==> src/rtl/card_dpath_pkg.sv <==
package card_dpath_pkg;
  typedef enum logic [2:0] {
    S_IDLE, S_WAIT_START, S_XFER, S_CHECK_CRC, S_DONE
  } dp_state_e;

  localparam int NUM_EV  = 4;
  localparam int EV_BLK  = 0;
  localparam int EV_END  = 1;
  localparam int EV_CRC  = 2;
  localparam int EV_TMO  = 3;

  localparam int ADDR_W  = 3;
  localparam logic [ADDR_W-1:0] A_CTRL = 3'd0;
  localparam logic [ADDR_W-1:0] A_LEN  = 3'd1;
  localparam logic [ADDR_W-1:0] A_TMO  = 3'd2;
  localparam logic [ADDR_W-1:0] A_MASK = 3'd3;
  localparam logic [ADDR_W-1:0] A_CLR  = 3'd4;

  localparam int EXP_W = 4;
endpackage

==> src/rtl/card_dpath_timer.sv <==
module card_dpath_timer #(
  parameter int TMO_W = 32
) (
  input  logic             clk,
  input  logic             rst,
  input  logic             load,
  input  logic [TMO_W-1:0] load_val,
  input  logic             tick,
  output logic             expire
);
  logic [TMO_W-1:0] cnt_q;

  assign expire = tick && (cnt_q <= TMO_W'(1));

  always_ff @(posedge clk) begin
    if (rst)                  cnt_q <= '0;
    else if (load)            cnt_q <= load_val;
    else if (tick && !expire) cnt_q <= cnt_q - TMO_W'(1);
  end

  // the count only changes on a load or a tick
  a_r7_count_holds: assert property (@(posedge clk) disable iff (rst)
    (!load && !tick) |=> $stable(cnt_q));
endmodule

==> src/rtl/card_dpath_regs.sv <==
module card_dpath_regs
  import card_dpath_pkg::*;
#(
  parameter int LEN_W = 16,
  parameter int TMO_W = 32
) (
  input  logic              clk,
  input  logic              rst,
  input  logic              we,
  input  logic [ADDR_W-1:0] addr,
  input  logic [TMO_W-1:0]  wdata,
  input  logic [NUM_EV-1:0] evt,
  output logic              start,
  output logic              abort,
  output logic              dir,
  output logic [EXP_W-1:0]  exp_f,
  output logic [LEN_W-1:0]  len,
  output logic [TMO_W-1:0]  tmo,
  output logic [NUM_EV-1:0] status,
  output logic              irq
);
  logic [NUM_EV-1:0] mask_q, mask_d, clr_vec, status_d;

  assign start   = we && (addr == A_CTRL) &&  wdata[0];
  assign abort   = we && (addr == A_CTRL) && !wdata[0];
  assign clr_vec = (we && addr == A_CLR) ? wdata[NUM_EV-1:0] : '0;
  assign mask_d  = (we && addr == A_MASK) ? wdata[NUM_EV-1:0] : mask_q;
  assign status_d = (status & ~clr_vec) | evt;

  always_ff @(posedge clk) begin
    if (rst) begin
      dir    <= 1'b0;
      exp_f  <= '0;
      len    <= '0;
      tmo    <= '0;
      mask_q <= '0;
      status <= '0;
      irq    <= 1'b0;
    end else begin
      if (we && addr == A_CTRL) begin
        dir   <= wdata[1];
        exp_f <= wdata[7:4];
      end
      if (we && addr == A_LEN) len <= wdata[LEN_W-1:0];
      if (we && addr == A_TMO) tmo <= wdata;
      mask_q <= mask_d;
      status <= status_d;
      irq    <= |(status_d & mask_d);
    end
  end

  // a set bit survives every cycle that does not clear it
  a_r9_sticky: assert property (@(posedge clk) disable iff (rst)
    1'b1 |=> ((status & $past(status & ~clr_vec)) == $past(status & ~clr_vec)));
  // no interrupt without a masked status bit
  a_r10_irq_source: assert property (@(posedge clk) disable iff (rst)
    irq |-> (status != '0));
endmodule

==> src/rtl/card_dpath_fsm.sv <==
module card_dpath_fsm
  import card_dpath_pkg::*;
#(
  parameter int LEN_W   = 16,
  parameter int TMO_W   = 32,
  parameter int MAX_EXP = 11
) (
  input  logic              clk,
  input  logic              rst,
  input  logic              start,
  input  logic              abort,
  input  logic              dir,
  input  logic [EXP_W-1:0]  exp_f,
  input  logic [LEN_W-1:0]  len,
  input  logic [TMO_W-1:0]  tmo,
  input  logic              card_stb,
  input  logic              card_sof,
  input  logic              blk_done,
  input  logic              crc_ok,
  input  logic              fifo_space,
  input  logic              fifo_avail,
  output logic [NUM_EV-1:0] evt,
  output logic              busy,
  output logic              push,
  output logic              pop
);
  localparam int BLK_W = MAX_EXP + 1;
  localparam int CW    = (LEN_W > BLK_W) ? LEN_W : BLK_W;

  dp_state_e        state_q, state_d;
  logic [LEN_W-1:0] rem_q, rem_d;
  logic [BLK_W-1:0] blk_q, blk_d, blk_bytes;
  logic [EXP_W-1:0] exp_eff;
  logic [CW-1:0]    chunk;
  logic             move, fifo_rdy, tmr_load, tick, expire;

  assign exp_eff   = (exp_f > EXP_W'(MAX_EXP)) ? EXP_W'(MAX_EXP) : exp_f;
  assign blk_bytes = BLK_W'(1) << exp_eff;
  assign chunk     = (CW'(blk_bytes) < CW'(rem_q)) ? CW'(blk_bytes) : CW'(rem_q);
  assign fifo_rdy  = dir ? fifo_space : fifo_avail;

  card_dpath_timer #(.TMO_W(TMO_W)) u_timer (
    .clk(clk), .rst(rst), .load(tmr_load), .load_val(tmo),
    .tick(tick), .expire(expire)
  );

  always_comb begin
    state_d  = state_q;
    rem_d    = rem_q;
    blk_d    = blk_q;
    evt      = '0;
    move     = 1'b0;
    tmr_load = 1'b0;
    tick     = 1'b0;
    case (state_q)
      S_WAIT_START: begin
        if (card_sof) begin
          state_d = S_XFER;
          blk_d   = BLK_W'(chunk);
        end else if (card_stb) begin
          tick = 1'b1;
          if (expire) begin
            evt[EV_TMO] = 1'b1;
            state_d     = S_IDLE;
          end
        end
      end
      S_XFER: begin
        if (card_stb && fifo_rdy) begin
          move  = 1'b1;
          rem_d = rem_q - LEN_W'(1);
          blk_d = blk_q - BLK_W'(1);
          if (blk_q == BLK_W'(1)) state_d = S_CHECK_CRC;
        end
      end
      S_CHECK_CRC: begin
        if (blk_done) begin
          if (crc_ok) begin
            evt[EV_BLK] = 1'b1;
            if (rem_q == '0) begin
              evt[EV_END] = 1'b1;
              state_d     = S_DONE;
            end else begin
              state_d  = S_WAIT_START;
              tmr_load = 1'b1;
            end
          end else begin
            evt[EV_CRC] = 1'b1;
            state_d     = S_IDLE;
          end
        end else if (card_stb) begin
          tick = 1'b1;
          if (expire) begin
            evt[EV_TMO] = 1'b1;
            state_d     = S_IDLE;
          end
        end
      end
      S_DONE:  state_d = S_IDLE;
      default: state_d = S_IDLE;
    endcase
    if (abort) begin
      state_d = S_IDLE;
      evt     = '0;
      move    = 1'b0;
    end else if (start) begin
      evt   = '0;
      move  = 1'b0;
      rem_d = len;
      if (len == '0) begin
        evt[EV_END] = 1'b1;
        state_d     = S_DONE;
      end else begin
        state_d  = S_WAIT_START;
        tmr_load = 1'b1;
      end
    end
  end

  always_ff @(posedge clk) begin
    if (rst) begin
      state_q <= S_IDLE;
      rem_q   <= '0;
      blk_q   <= '0;
      push    <= 1'b0;
      pop     <= 1'b0;
    end else begin
      state_q <= state_d;
      rem_q   <= rem_d;
      blk_q   <= blk_d;
      push    <= move && dir;
      pop     <= move && !dir;
    end
  end

  assign busy = (state_q != S_IDLE);

  // bytes move only while a block is in flight
  a_r3_move_in_xfer: assert property (@(posedge clk) disable iff (rst)
    (state_q != S_XFER) |=> !(push || pop));
  // push and pop never together
  a_r2_one_direction: assert property (@(posedge clk) disable iff (rst)
    !(push && pop));
  // a block in flight always has bytes left
  a_r4_block_nonzero: assert property (@(posedge clk) disable iff (rst)
    (state_q == S_XFER) |-> (blk_q != '0));
endmodule

==> src/rtl/card_dpath.sv <==
module card_dpath
  import card_dpath_pkg::*;
#(
  parameter int LEN_W   = 16,
  parameter int TMO_W   = 32,
  parameter int MAX_EXP = 11
) (
  input  logic              clk,
  input  logic              rst,
  input  logic              cfg_we,
  input  logic [2:0]        cfg_addr,
  input  logic [31:0]       cfg_wdata,
  input  logic              card_stb,
  input  logic              card_sof,
  input  logic              blk_done,
  input  logic              crc_ok,
  input  logic              fifo_space,
  input  logic              fifo_avail,
  output logic              fifo_push,
  output logic              fifo_pop,
  output logic              busy,
  output logic [3:0]        status,
  output logic              irq
);
  logic              start, abort, dir;
  logic [EXP_W-1:0]  exp_f;
  logic [LEN_W-1:0]  len;
  logic [TMO_W-1:0]  tmo;
  logic [NUM_EV-1:0] evt;

  card_dpath_regs #(.LEN_W(LEN_W), .TMO_W(TMO_W)) u_regs (
    .clk(clk), .rst(rst), .we(cfg_we), .addr(cfg_addr),
    .wdata(TMO_W'(cfg_wdata)), .evt(evt), .start(start), .abort(abort),
    .dir(dir), .exp_f(exp_f), .len(len), .tmo(tmo),
    .status(status), .irq(irq)
  );

  card_dpath_fsm #(.LEN_W(LEN_W), .TMO_W(TMO_W), .MAX_EXP(MAX_EXP)) u_fsm (
    .clk(clk), .rst(rst), .start(start), .abort(abort), .dir(dir),
    .exp_f(exp_f), .len(len), .tmo(tmo), .card_stb(card_stb),
    .card_sof(card_sof), .blk_done(blk_done), .crc_ok(crc_ok),
    .fifo_space(fifo_space), .fifo_avail(fifo_avail), .evt(evt),
    .busy(busy), .push(fifo_push), .pop(fifo_pop)
  );
endmodule

==> config.mk <==
export PLATFORM = sky130hd
export DESIGN_NAME = card_dpath
export DESIGN_NICKNAME = d
export VERILOG_FILES = /design/src/rtl/card_dpath_pkg.sv /design/src/rtl/card_dpath_timer.sv /design/src/rtl/card_dpath_regs.sv /design/src/rtl/card_dpath_fsm.sv /design/src/rtl/card_dpath.sv
export SDC_FILE = /design/constraint.sdc
export NUM_CORES = 1
export LEC_CHECK = 0
export ABC_AREA = 1
export BUFFER_PORTS_ARGS = -buffer_cell sky130_fd_sc_hd__buf_4
export CAP_MARGIN = 20
export CORE_MARGIN = 1
export CORE_UTILIZATION = 40
export CTS_BUF_LIST = sky130_fd_sc_hd__clkbuf_2 sky130_fd_sc_hd__clkbuf_4 sky130_fd_sc_hd__clkbuf_8
export DETAILED_ROUTE_END_ITERATION = 8
export PLACE_DENSITY = 0.69
export SYNTH_ARGS = -nofsm -noshare
export SYNTH_HDL_FRONTEND = slang
export SYNTH_SLANG_ARGS = --single-unit
==> constraint.sdc <==
create_clock -name clk -period 2.8 [get_ports clk]
set_input_delay 0.28 -clock clk [delete_from_list [all_inputs] [get_ports clk]]
set_output_delay 0.28 -clock clk [all_outputs]
set_load 0.02 [all_outputs]
==> impl_results.md, run 1 <==
* Status: complete, no violations
* # fillers at ~1,800
* Crit path largest cell delay at ~0.35 ns
* First drt pass iteration count at 5
* Clock slew at reported path FFs at around 0.080 ns
* Leading register cell type out of synthesis: dfxtp_1
* Slew @ Worst Pin at between 0.5 and 0.6 ns
* Area of the mapped netlist at roughly 7000 um^2
* Pins Over Slew Limit at 0
* Clock Path Buffers at 2
* Final cycle utilization of the critical path at 0.860
* Fin Hold WS at between 0.04 and 0.05 ns
* Final count of hold timing violations at 0
* Cells after synthesis at around 1,000
* Hold Path Class: in2reg
* Ports at 52
* Final WL at approximately 17,000 um
* Pwr/cell area at 493 nW/um^2
* Crit-path max FO at 14
* Die area at around 18,000 um^2
* Most common cell on crit path: nand2_1
* Root buf cell: clkbuf_8
* Synth unique cells at ~50
* Mean number of vias per cell at 5.06
* Clk sinks at between 100 and 150
* Final nets at about 1,100
* Worst slack, placed at between 0.3 and 0.4 ns
* PortBufs at 51
* Async SR Flop Fraction at 0
* Placed cells at between 1,000 and 1,500
* Share of cells above drive strength 1 at 0.138
* Cts bufs inserted at 17
* Antenna Nets Post-Route at 0
* Synth warn at 0
* Synth top area cells: dfxtp_1, nand2_1, nor2_1
* First-pass GRT wire length at just under 30,000 um
* Core Util, Final at 0.473
* Slew margin rel. at 0.606
* Detailed router's first-iteration violation count at approximately 380
* Final worst setup slack at 0.391 ns
* Core region area at between 15,000 and 20,000 um^2
* Register bit count reported by yosys at ~130
* Final cell count without fillers at approximately 1,300
* Slowest stage cell, crit path: dfxtp_1
* Die Ht at around 130 um
* Worst Setup Start Kind: register
* Clk_skew at approximately 0.016 ns
* Initial Utilization at 0.415
* RSZ-0062 raised after global routing: false
* Crit path kind: reg2reg
* Initial antenna violation count at 0
* Wire per inst at approximately 14 um
* Post-synthesis sequential area ratio at 0.366
* Synthesized net count at ~1,100
* GRT Total Usage at 0.204
* VDD IR max at between 0.3 and 0.4 mV
* WP data required at ~3.1 ns
* HPWL Detailed at 12,900 um
* Post-synth top area cell: dfxtp_1
* Worst setup EP type: register
* Row count at between 40 and 50
* Fmax at a little over 400 MHz
* Setup TNS at 0 ns
* Largest net degree at the start of global routing at 44
* Multi-input gate area in the final layout at about 3800 um^2
* CTS tree: done
* Setup Viol. Count Final at 0
* GP Congestion at just under 0.9
* Fin crit period at ~2.4 ns
* Worst EP arrival at 2.72 ns
* Via Count at about 6,500
* Number of diodes at 0
* Skew-Pair Late Insertion Delay at 0.45 ns
* Syn avg cell area at ~6.8 um^2
* Crit-path cells: inv_1, nor2_1, inv_1, nor2_1, ha_1, a21oi_1, nor2_1, a211oi_1, nand2_1, nand2_1, nand2_2, nand2_1, nand3_1, nand2_1, a21oi_1
* Post-synth top area share at 0.366
* Max-cap viol count at 0
* EDFF count, synth at 0
* Die W at 134 um
* H-tree depth at 4
* Lkg Pwr at roughly 3.6 nW
* Number of global-route vias before repair at 6,047
* DRC errors left at 0
* Register area at 2540 um^2
* Total grt overflow at 0
* Layout Area Growth over Synthesis at 13.9%
[worst paths after layout]
path | slack [ns] | startpoint | cells past startpoint | endpoint
hold reg to reg | 0.46 | u_regs.dir$_SDFFE_PP0P_ | 1 | u_fsm.pop$_SDFF_PP0_
setup / recovery | 0.39 | u_regs.exp_f[2]$_SDFFE_PP0P_ | 15 | u_fsm.blk_q[1]$_SDFFE_PP0P_
hold / removal | 0.05 | cfg_wdata[19] | 3 | u_regs.tmo[19]$_SDFFE_PP0P_
setup reg to reg | 0.39 | u_regs.exp_f[2]$_SDFFE_PP0P_ | 15 | u_fsm.blk_q[1]$_SDFFE_PP0P_
[worst max-delay path: cells and delay by family, from the launching register on]
kind | cells | cell delay [ns]
compound gates | 3 | 0.38
fa+ha+maj | 1 | 0.27
buf+inv | 2 | 0.20
flops | 1 | 0.35
simple gates | 9 | 1.07
[repair_timing]
action                                  4_1_cts  5_1_grt
endpoints found under the setup margin        0        4
hold buffers                                  0        0
setup buffers                                 0        0
gates resized for setup                       0        1
[power by group]
part	total [mW]	internal, mW	switching (mW)
clock network	1.59	0.836	0.754
logic	0.443	0.167	0.276
registers	1.87	1.84	0.0265
[metrics by stage]
| stage | power, mW | area [um^2] |
|---|---|---|
| global route | 4.07 | 7920 |
| floorplan | 2.20 | 6950 |
| detailed placement | 2.35 | 7520 |
| CTS | 3.93 | 7920 |
| global placement | 2.35 | 7520 |
| finish | 3.90 | 7920 |
[synthesized netlist by cell type, drive strengths merged, types with 5 or more instances]
master / instances
nand2: 197
nor2: 178
dfxtp: 127
inv: 114
o21ai: 102
a21oi: 64
nand3: 47
clkbuf: 28
a31oi: 25
nor3: 22
xor2: 22
ha: 16
nand4: 14
buf: 11
xnor2: 8
nor4: 6
o221ai: 5
[metal layers]
metal | share of wire | routed length, um | track usage | vias up
met3 | 0.047 | 828 | 0.0344 | 23
met2 | 0.43 | 7440 | 0.308 | 136
met1 | 0.51 | 8890 | 0.290 | 2953
li1 | - | - | - | 3416
met5 | 0 | 0 | 0 | -
met4 | 0.017 | 299 | 0.0732 | 0
[layout make-up]
class / count / area share
Clock buffer: 19 / 0.0330
Clock inverter: 12 / 0.0171
Inverter: 115 / 0.0555
Multi-Input combinational cell: 735 / 0.479
Sequential cell: 127 / 0.321
Tap cell: 220 / 0.0348
Timing Repair Buffer: 63 / 0.0597
[flip-flops by register name, summed over array words and instances, names as in the netlist]
signal and cells:
u_fsm.state_q 3, u_regs.status 4, u_regs.tmo 32, u_fsm.pop 1
u_fsm.rem_q 16, u_regs.dir 1, u_regs.irq 1, u_fsm.blk_q 12
u_regs.len 16, u_regs.mask_q 4, u_fsm.u_timer.cnt_q 32, u_fsm.push 1
u_regs.exp_f 4
[cells in the final DEF (no fill, tap or decap), types with 19 or more instances in the layout]
cell type	synthesis	final
a21oi_1	64	64
o21ai_0	99	99
buf_4	0	63
nand3_1	44	44
nor2_1	162	162
nand2_1	189	188
a31oi_1	25	25
clkbuf_8	0	19
dfxtp_1	127	127
inv_1	100	100
xor2_1	22	22
[kinds of logic (layout without fill, tap and decap cells)]
family | after synthesis | in the layout | share of synthesized area
flops | 127 | 127 | 0.366
fa+ha+maj | 16 | 16 | 0.0288
xor+xnor | 30 | 30 | 0.0378
buf+inv | 154 | 209 | 0.0896
compound gates | 215 | 215 | 0.169
simple gates | 474 | 474 | 0.309
No activity file was read; power rests on OpenSTA's default activity.
==> inputs of run 2 (changes only) <==
--- a/config.mk
+++ b/config.mk
@@ -8,11 +8,15 @@
 export ABC_AREA = 1
 export BUFFER_PORTS_ARGS = -buffer_cell sky130_fd_sc_hd__buf_4
 export CAP_MARGIN = 20
+export CELL_PAD_IN_SITES_DETAIL_PLACEMENT = 0
+export CELL_PAD_IN_SITES_GLOBAL_PLACEMENT = 2
 export CORE_MARGIN = 1
-export CORE_UTILIZATION = 40
+export CORE_UTILIZATION = 35
 export CTS_BUF_LIST = sky130_fd_sc_hd__clkbuf_2 sky130_fd_sc_hd__clkbuf_4 sky130_fd_sc_hd__clkbuf_8
 export DETAILED_ROUTE_END_ITERATION = 8
-export PLACE_DENSITY = 0.69
+export PLACE_DENSITY = 0.94
+export REMOVE_ABC_BUFFERS = 1
+export SKIP_CTS_REPAIR_TIMING = 1
 export SYNTH_ARGS = -nofsm -noshare
 export SYNTH_HDL_FRONTEND = slang
 export SYNTH_SLANG_ARGS = --single-unit
==> run 2 against run 1 <==
  * Clock skew shrank 0.0048 ns
  * Maximum frequency shrank 1.5%
  * Register-to-register slack lost 0.04 ns
  * Largest power group unchanged
  * Highest routed layer unchanged
==> impl_results.md, run 2 (synthesis results as in run 1) <==
* Status: complete, no violations
* Initial antenna violation count at 0 (unchanged)
* First drt pass iteration count at 4 (-1)
* Reg2reg end: u_fsm.blk_q[5]$_SDFFE_PP0P_
* Die area at 20,400 um^2 (+14%)
* Detailed router's first-iteration violation count at 325 (-13%)
* GRT busiest layer: met2
* Setup Viol. Count Final at 0 (unchanged)
* GR Util met3 at 0.0389 (+0.00451)
* Row count at 51 (+8.5%)
* Fin Hold WS at 0.0561 ns (+0.00842 ns)
* First-pass GRT wire length at 30,100 um (+2.8%)
* Worst Setup Start Kind: register
* Crit path kind: reg2reg
* Worst Setup EP: u_fsm.blk_q[5]$_SDFFE_PP0P_
* WP data required at 3.11 ns (about the same)
* M2 GR Usage at 0.328 (+0.0193)
* Final WL at 18,100 um (+3.9%)
* Crit-path max FO at 14 (unchanged)
* PortBufs at 51 (unchanged)
* Worst setup EP type: register
* Clk_skew at 0.0109 ns (-0.00478 ns)
* Pins Over Slew Limit at 0 (unchanged)
* Fmax at 409 MHz (-1.5%)
* Worst EP arrival at 2.75 ns (+0.03 ns)
* Commonest non-fill, non-tap cell in the layout: nand2_1
* Number of global-route vias before repair at 6,074 (+0.45%)
* Reg2Reg Depth at 15 (unchanged)
* Final cycle utilization of the critical path at 0.874 (+0.0133)
* Reg2reg setup slack at 0.35 ns (-0.04 ns)
* Multi-input gate area in the final layout at 3790 um^2 (unchanged)
* Mean number of vias per cell at 4.79 (-5.2%)
* H-tree depth at 4 (unchanged)
* Total grt overflow at 0 (unchanged)
* Crit path from: u_regs.exp_f[2]$_SDFFE_PP0P_
* Initial Utilization at 0.357 (-0.0576)
* Die W at 143 um (+6.8%)
* Largest net degree at the start of global routing at 51 (+16%)
* Skew-Pair Late Insertion Delay at 0.45 ns (about the same)
* Wire per inst at 13.6 um (+0.33%)
* GRT Total Usage at 0.188 (-0.0157)
* Layout Area Growth over Synthesis at 15.1%
* Die Ht at 143 um (+6.8%)
* Via Count at 6,409 (-1.8%)
* Final count of hold timing violations at 0 (unchanged)
* Root buf cell: clkbuf_8
* Slew @ Worst Pin at 0.768 ns (+0.177 ns)
* VDD IR max at 0.370 mV (+15%)
* Most frequent cells in the layout: nand2_1, nor2_1, dfxtp_1, inv_1, o21ai_0
* Ports at 52 (unchanged)
* Max-cap viol count at 0 (unchanged)
* DRC errors left at 0 (unchanged)
* Register area at 2540 um^2 (unchanged)
* Setup TNS at 0 ns (unchanged)
* Met1 usage in global routing at 0.233 (-0.0578)
* Hold Path Class: in2reg
* CTS tree: done
* RSZ-0062 raised after global routing: false
* Final worst setup slack at 0.354 ns (-0.0371 ns)
* Cts bufs inserted at 17 (unchanged)
* Fin crit period at 2.45 ns (+0.0371 ns)
* Antenna Nets Post-Route at 0 (unchanged)
* Pwr/cell area at 493 nW/um^2 (about the same)
* Core region area at 19,500 um^2 (+16%)
* Final nets at 1,119 (unchanged)
* Number of diodes at 0 (unchanged)
* Clock Path Buffers at 2 (unchanged)
* Clk sinks at 127 (unchanged)
* Reg-to-Reg Start: u_regs.exp_f[2]$_SDFFE_PP0P_
* Worst slack, placed at 0.257 ns (-0.0514 ns)
* GP Congestion at 0.860 (-3.7%)
* HPWL Detailed at 13,300 um (+2.6%)
* Slew margin rel. at 0.488 (-0.119)
* Lkg Pwr at 3.58 nW (+0.25%)
* Clock slew at reported path FFs at 0.08 ns (about the same)
* Share of cells above drive strength 1 at 0.139 (+0.000804)
* Biggest regs: u_fsm.u_timer.cnt_q: 32 flops, u_regs.tmo: 32 flops
* # fillers at 2,091 (+19%)
-- run 2: changes by cell type in the layout (fill, tap and decap cells not counted) --
| cell | delta |
|---|---|
| buf_16 | +1 |
| buf_4 | -1 |
| clkinvlp_4 | +1 |
| inv_6 | -1 |
| clkinv_2 | +1 |
-- run 2: cell type report --
cell class              instances  share of cell area
clock inverters                13              0.0174
flip-flops and latches        127               0.318
clock buffers                  19              0.0327
well taps                     265              0.0414
inverters                     115              0.0549
repair buffers                 63              0.0616
multi-input cells             735               0.474
-- run 2: how the worst min path moves through the flow --
| stage | cells past startpoint | endpoint | slack (ns) | from |
|---|---|---|---|---|
| finish | 3 | u_regs.tmo[16]$_SDFFE_PP0P_ | 0.06 | cfg_wdata[16] |
| global route | 3 | u_regs.tmo[23]$_SDFFE_PP0P_ | 0.04 | cfg_wdata[23] |
| CTS | 3 | u_regs.tmo[24]$_SDFFE_PP0P_ | 0.03 | cfg_wdata[24] |
| detailed placement | 2 | u_regs.tmo[30]$_SDFFE_PP0P_ | 0.44 | u_regs.tmo[30]$_SDFFE_PP0P_ |
| global placement | 2 | u_regs.tmo[30]$_SDFFE_PP0P_ | 0.44 | u_regs.tmo[30]$_SDFFE_PP0P_ |
| floorplan | 1 | u_fsm.blk_q[1]$_SDFFE_PP0P_ | 0.35 | rst |
-- run 2: metal layers --
| layer | share of wire | up-vias |
|---|---|---|
| li1 | - | 3410 |
| met1 | 0.47 | 2914 |
| met2 | 0.49 | 71 |
| met3 | 0.027 | 14 |
| met4 | 0.015 | 0 |
| met5 | 0 | - |
-- run 2: power by group --
part | switching, mW | total [mW] | internal, mW
sequential | 0.0261 | 1.87 | 1.84
clock | 0.791 | 1.63 | 0.837
combinational | 0.276 | 0.443 | 0.167
total | 1.09 | 3.94 | 2.85
-- run 2: per-stage QoR --
stage                     cells  area (um^2)   util  total power, mW
after global routing       1337         8000  0.411             4.13
after CTS                  1336         7970  0.410             3.99
final                      1337         8000  0.411             3.94
after detailed placement   1304         7570  0.389             2.35
after global placement     1304         7570  0.389             2.35
after floorplan             977         6770      -             2.18
-- run 2: critical path, stage by stage, from the launching register on --
cell	delay, ns
dfxtp_1	0.35
inv_1	0.08
nor2_1	0.22
inv_1	0.13
nor2_1	0.18
ha_1	0.27
a21oi_1	0.16
nor2_1	0.05
a211oi_1	0.22
nand2_1	0.08
nand2_1	0.09
nand2_2	0.17
nand2_1	0.11
nand3_1	0.07
nand2_1	0.07
a21oi_1	0.06
